### src/rtl/evt_match_counter.sv
module evt_match_counter #(
  parameter int CW = 24,
  parameter int MW = 4,
  parameter logic [MW-1:0] EVT_MODE = MW'(3)
) (
  input  logic          clk,
  input  logic          rst_n,
  input  logic          enable,
  input  logic [MW-1:0] mode,
  input  logic          src_sel,
  input  logic          invert,
  input  logic          reload_mode,
  input  logic          irq_en,
  input  logic          flag_clr,
  input  logic [CW-1:0] preload,
  input  logic [CW-1:0] compare,
  input  logic          event_pin,
  input  logic          presc_tick,
  output logic [CW-1:0] count,
  output logic          flag,
  output logic          irq
);

  logic sync_a, sync_b, pin_prev;
  logic first_pending;
  logic pin_edge, active, evt;
  logic [CW-1:0] nxt;

  always_ff @(posedge clk or negedge rst_n) begin
    if (!rst_n) begin
      sync_a   <= 1'b0;
      sync_b   <= 1'b0;
      pin_prev <= 1'b0;
    end else begin
      sync_a   <= event_pin;
      sync_b   <= sync_a;
      pin_prev <= sync_b;
    end
  end

  assign pin_edge = invert ? (pin_prev & ~sync_b) : (sync_b & ~pin_prev);
  assign active   = enable && (mode == EVT_MODE);
  assign evt      = active && (src_sel ? presc_tick : pin_edge);

  always_comb begin
    if (first_pending || (reload_mode && count == compare))
      nxt = preload;
    else
      nxt = count + 1'b1;
  end

  always_ff @(posedge clk or negedge rst_n) begin
    if (!rst_n) begin
      count         <= '0;
      first_pending <= 1'b1;
      flag          <= 1'b0;
    end else if (!enable) begin
      count         <= '0;
      first_pending <= 1'b1;
      flag          <= 1'b0;
    end else begin
      if (evt) begin
        count         <= nxt;
        first_pending <= 1'b0;
      end
      flag <= (evt && nxt == compare) || (flag && !flag_clr);
    end
  end

  assign irq = flag & irq_en;

endmodule

### config.mk
export PLATFORM = sky130hd
export DESIGN_NAME = evt_match_counter
export DESIGN_NICKNAME = d
export VERILOG_FILES = /design/src/rtl/evt_match_counter.sv
export SDC_FILE = /design/constraint.sdc
export NUM_CORES = 1
export LEC_CHECK = 0
export CAP_MARGIN = 25
export CORE_ASPECT_RATIO = 0.75
export CORE_UTILIZATION = 50
export CTS_CLUSTER_DIAMETER = 50
export DETAILED_ROUTE_END_ITERATION = 8
export DONT_BUFFER_PORTS = 1
export HOLD_SLACK_MARGIN = 0.12
export PLACE_DENSITY = 0.76
export SETUP_SLACK_MARGIN = 0.05
export SYNTH_ARGS = -nofsm -noshare
export SYNTH_HDL_FRONTEND = slang
export SYNTH_SLANG_ARGS = --single-unit
### constraint.sdc
create_clock -name clk -period 3.6 [get_ports clk]
set_input_delay 0 -clock clk [delete_from_list [all_inputs] [get_ports clk]]
set_output_delay 0 -clock clk [all_outputs]
set_load 0.03 [all_outputs]
==> reports/results.ini <==
[logic_synthesis]
yosys-top-cells-area = dfrtp_1 (25%), xnor2_1 (12%), o21ai_0 (7.5%), xor2_1 (7.2%), a21oi_1 (5.7%)
syn_inst = 368
yosysUniqueCellTypes = 51
synth_edf_count = 0
synth_top_area_frac = 0.249
synth_ff_type = dfrtp_1
yosys.area.top_type = dfrtp_1
synth_seq_area_share = 0.258
yosys_register_bits = 29
yosysWarnings = 0
synth_nets = 431
avgSynthCellArea_um2 = 7.65
synth_area_um2 = 2820
synthArstFlopShare = 1.00

[drt]
firstDrtPassIters = 6
drtIter0Drc = 342
wl_per_cell_um = 20.3
drt-total-wl_um = 9950
viasPerCell = 6.44
drc = 0
antenna_left = 0
vias = 3150

[cells_and_area]
mostFrequentLayoutCells = o21ai_0 (42), xnor2_1 (37), dlygate4sd3_1 (36)
final_nets = 476
design_area_um2 = 3460
area.growth.synth_to_final_pct = 23.0
fillers = 498
drive_above_1_share = 0.0966
antenna_cells = 0
utilization = 0.644
final_common_cell = o21ai_0

[power_and_ir_drop]
ir_drop_mv = 0.170
clock_power_share = 0.391
p_leak_uw = 0.00139
power.density_nw_per_um2 = 236
p_comb_frac = 0.196
p_switching_uw = 236
power_uw = 817
swShare = 0.288
p_int_uw = 582
power_frac_seq = 0.413

[global_routing]
grt_pass1_vias = 2865
grt_use_total = 0.342
antenna_found_initial = 0
grtUsageMet1 = 0.490
grt_pass1_wl_um = 14900
grt.met3_usage = 0.0843
top_usage_layer = met2
grt_max_degree = 35
use_met2 = 0.505
grt.overflow.total = 0

[sta]
period_minus_slack_ns = 3.31
final_hold_viol_count = 0
fin_skew_ns = 0.0105
finalSetupViolCount = 0
rsz0062_at_grt = false
slew_headroom = 0.490
slew_viol_final = 0
fmax_mhz = 302
setup_tns_ns = 0
worstMarginPinSlew_ns = 0.762
setup_slack_ns = 0.287
final.period_utilization = 0.920

[cts]
clkLatencyLatePin_ns = 0.29
cts.clk_slew.worst_paths_ns = 0.08
cts_root_buf = clkbuf_8
h-tree-depth = 2
clockBufferDepth = 2
cts_tree = built
cts_setup_buffers = 0
cts.sink_count = 29
ctsResizeCount = 0
cts_inserted_buffers = 5

[setup_path]
start_kind = flip-flop
worstPathMaxFanout = 6
crit_path_end_kind = flip-flop
cp.arrival_ns = 3.53
worst-setup-path-type = reg -> reg
required_ns = 3.81
r2r-start = count[1]$_DFFE_PN0P_
crit_start = count[1]$_DFFE_PN0P_

[die]
io_pins = 88
rows = 23
start_util = 0.523
dieArea_um2 = 5940
coreArea_um2 = 5380
die_w_um = 88.7
die-height_um = 67.0

[placement]
gp_routability_congestion = 0.991
dp_hpwl_um = 7080
dp_slack_ns = 0.382
io_buffers = 0
dpl_cell_area_um2 = 2980

[hold_path]
min_from = preload[23]
hold_class = in -> reg

[job]
drv_cap = 0

[outcome]
status = complete, no violations

## logic make-up after synthesis
group                    after synthesis  share of synthesized area
AND/OR/NAND/NOR                      128                      0.244
AO/OA/AOI/OAI                        108                      0.231
XOR/XNOR                              60                      0.187
buffers and inverters                 37                     0.0573
flip-flops                            29                      0.258
multiplexers                           5                     0.0178
adder cells (fa/ha/maj)                1                    0.00444
## cell usage after synthesis, types with 2 or more instances
| cell type | count |
|---|---|
| a2111oi_0 | 2 |
| a211oi_1 | 3 |
| a21oi_1 | 32 |
| a221oi_1 | 4 |
| a31oi_1 | 3 |
| and2_1 | 8 |
| and3_1 | 8 |
| buf_2 | 6 |
| buf_6 | 2 |
| clkbuf_1 | 15 |
| dfrtp_1 | 28 |
| inv_1 | 14 |
| mux2i_1 | 5 |
| nand2_1 | 17 |
| nand3_1 | 22 |
| nand4_1 | 9 |
| nor2_1 | 29 |
| nor2b_1 | 4 |
| nor3_1 | 14 |
| nor3b_1 | 4 |
| nor4_1 | 4 |
| nor4_4 | 2 |
| o2111ai_1 | 3 |
| o21ai_0 | 42 |
| o221ai_1 | 2 |
| o22ai_1 | 3 |
| xnor2_1 | 37 |
| xor2_1 | 23 |
## power groups by stage
| stage | Clock [µW] | Combinational (µW) | Sequential [µW] |
|---|---|---|---|
| after floorplan | 0 | 82.7 | 346 |
| after global placement | 0 | 110 | 343 |
| after detailed placement | 0 | 110 | 344 |
| after CTS | 316 | 157 | 337 |
| after global routing | 332 | 172 | 338 |
| final | 320 | 160 | 337 |
## path summary, 6_finish.rpt
kind | endpoint | slack, ns | cells past startpoint
hold reg to reg | sync_b$_DFF_PN0_ | 0.36 | 0
min in group asynchronous | count[21]$_DFFE_PN0P_ | 0.20 | 2
max in group asynchronous | first_pending$_DFFE_PN1P_ | 3.16 | 2
hold / removal | flag$_DFF_PN0_ | 0.12 | 5
setup / recovery | flag$_DFF_PN0_ | 0.29 | 10
setup reg to reg | flag$_DFF_PN0_ | 0.29 | 10
## worst max-delay path, cell delays in order, from the launching register on
cell	delay, ns
dfrtp_1	0.69
ha_1	0.35
nand3_1	0.23
nor4_4	0.35
nand3_1	0.17
xor2_1	0.19
a2111oi_0	0.39
a21oi_1	0.13
a2111oi_0	0.46
nand3_1	0.14
o21ai_1	0.14
## metrics by stage
stage          std cells  hold WS [ns]
2_1_floorplan        368        -0.296
3_3_place_gp         444        -0.295
3_5_place_dp         444        -0.294
4_1_cts              489         0.121
5_1_grt              489         0.147
6_report             489         0.121
## flip-flops by register name, summed over array words and instances, names as in the netlist
register       flops
sync_a             1
first_pending      1
sync_b             1
flag               1
count             24
pin_prev           1
## area by class of cell
type	count	area [µm²]	share of cell area
clock buffers	7	96.3	0.0278
clock inverters	1	5.00	0.00145
inverters	14	52.6	0.0152
multi-input cells	302	1930	0.557
flip-flops and latches	29	727	0.210
well taps	75	93.8	0.0271
repair buffers	61	561	0.162
## per-layer routing
layer,vias up,share of wire,wire [µm]
li1,1411,-,-
met1,1486,0.43,4310
met2,228,0.43,4270
met3,25,0.12,1200
met4,0,0.018,175
met5,-,0,0
## what timing repair did
item,in CTS,in global routing
endpoints found under the setup margin,0,0
hold buffers,37,0
endpoints found under the hold margin,56,0
Power figures use the tool's default switching activity.
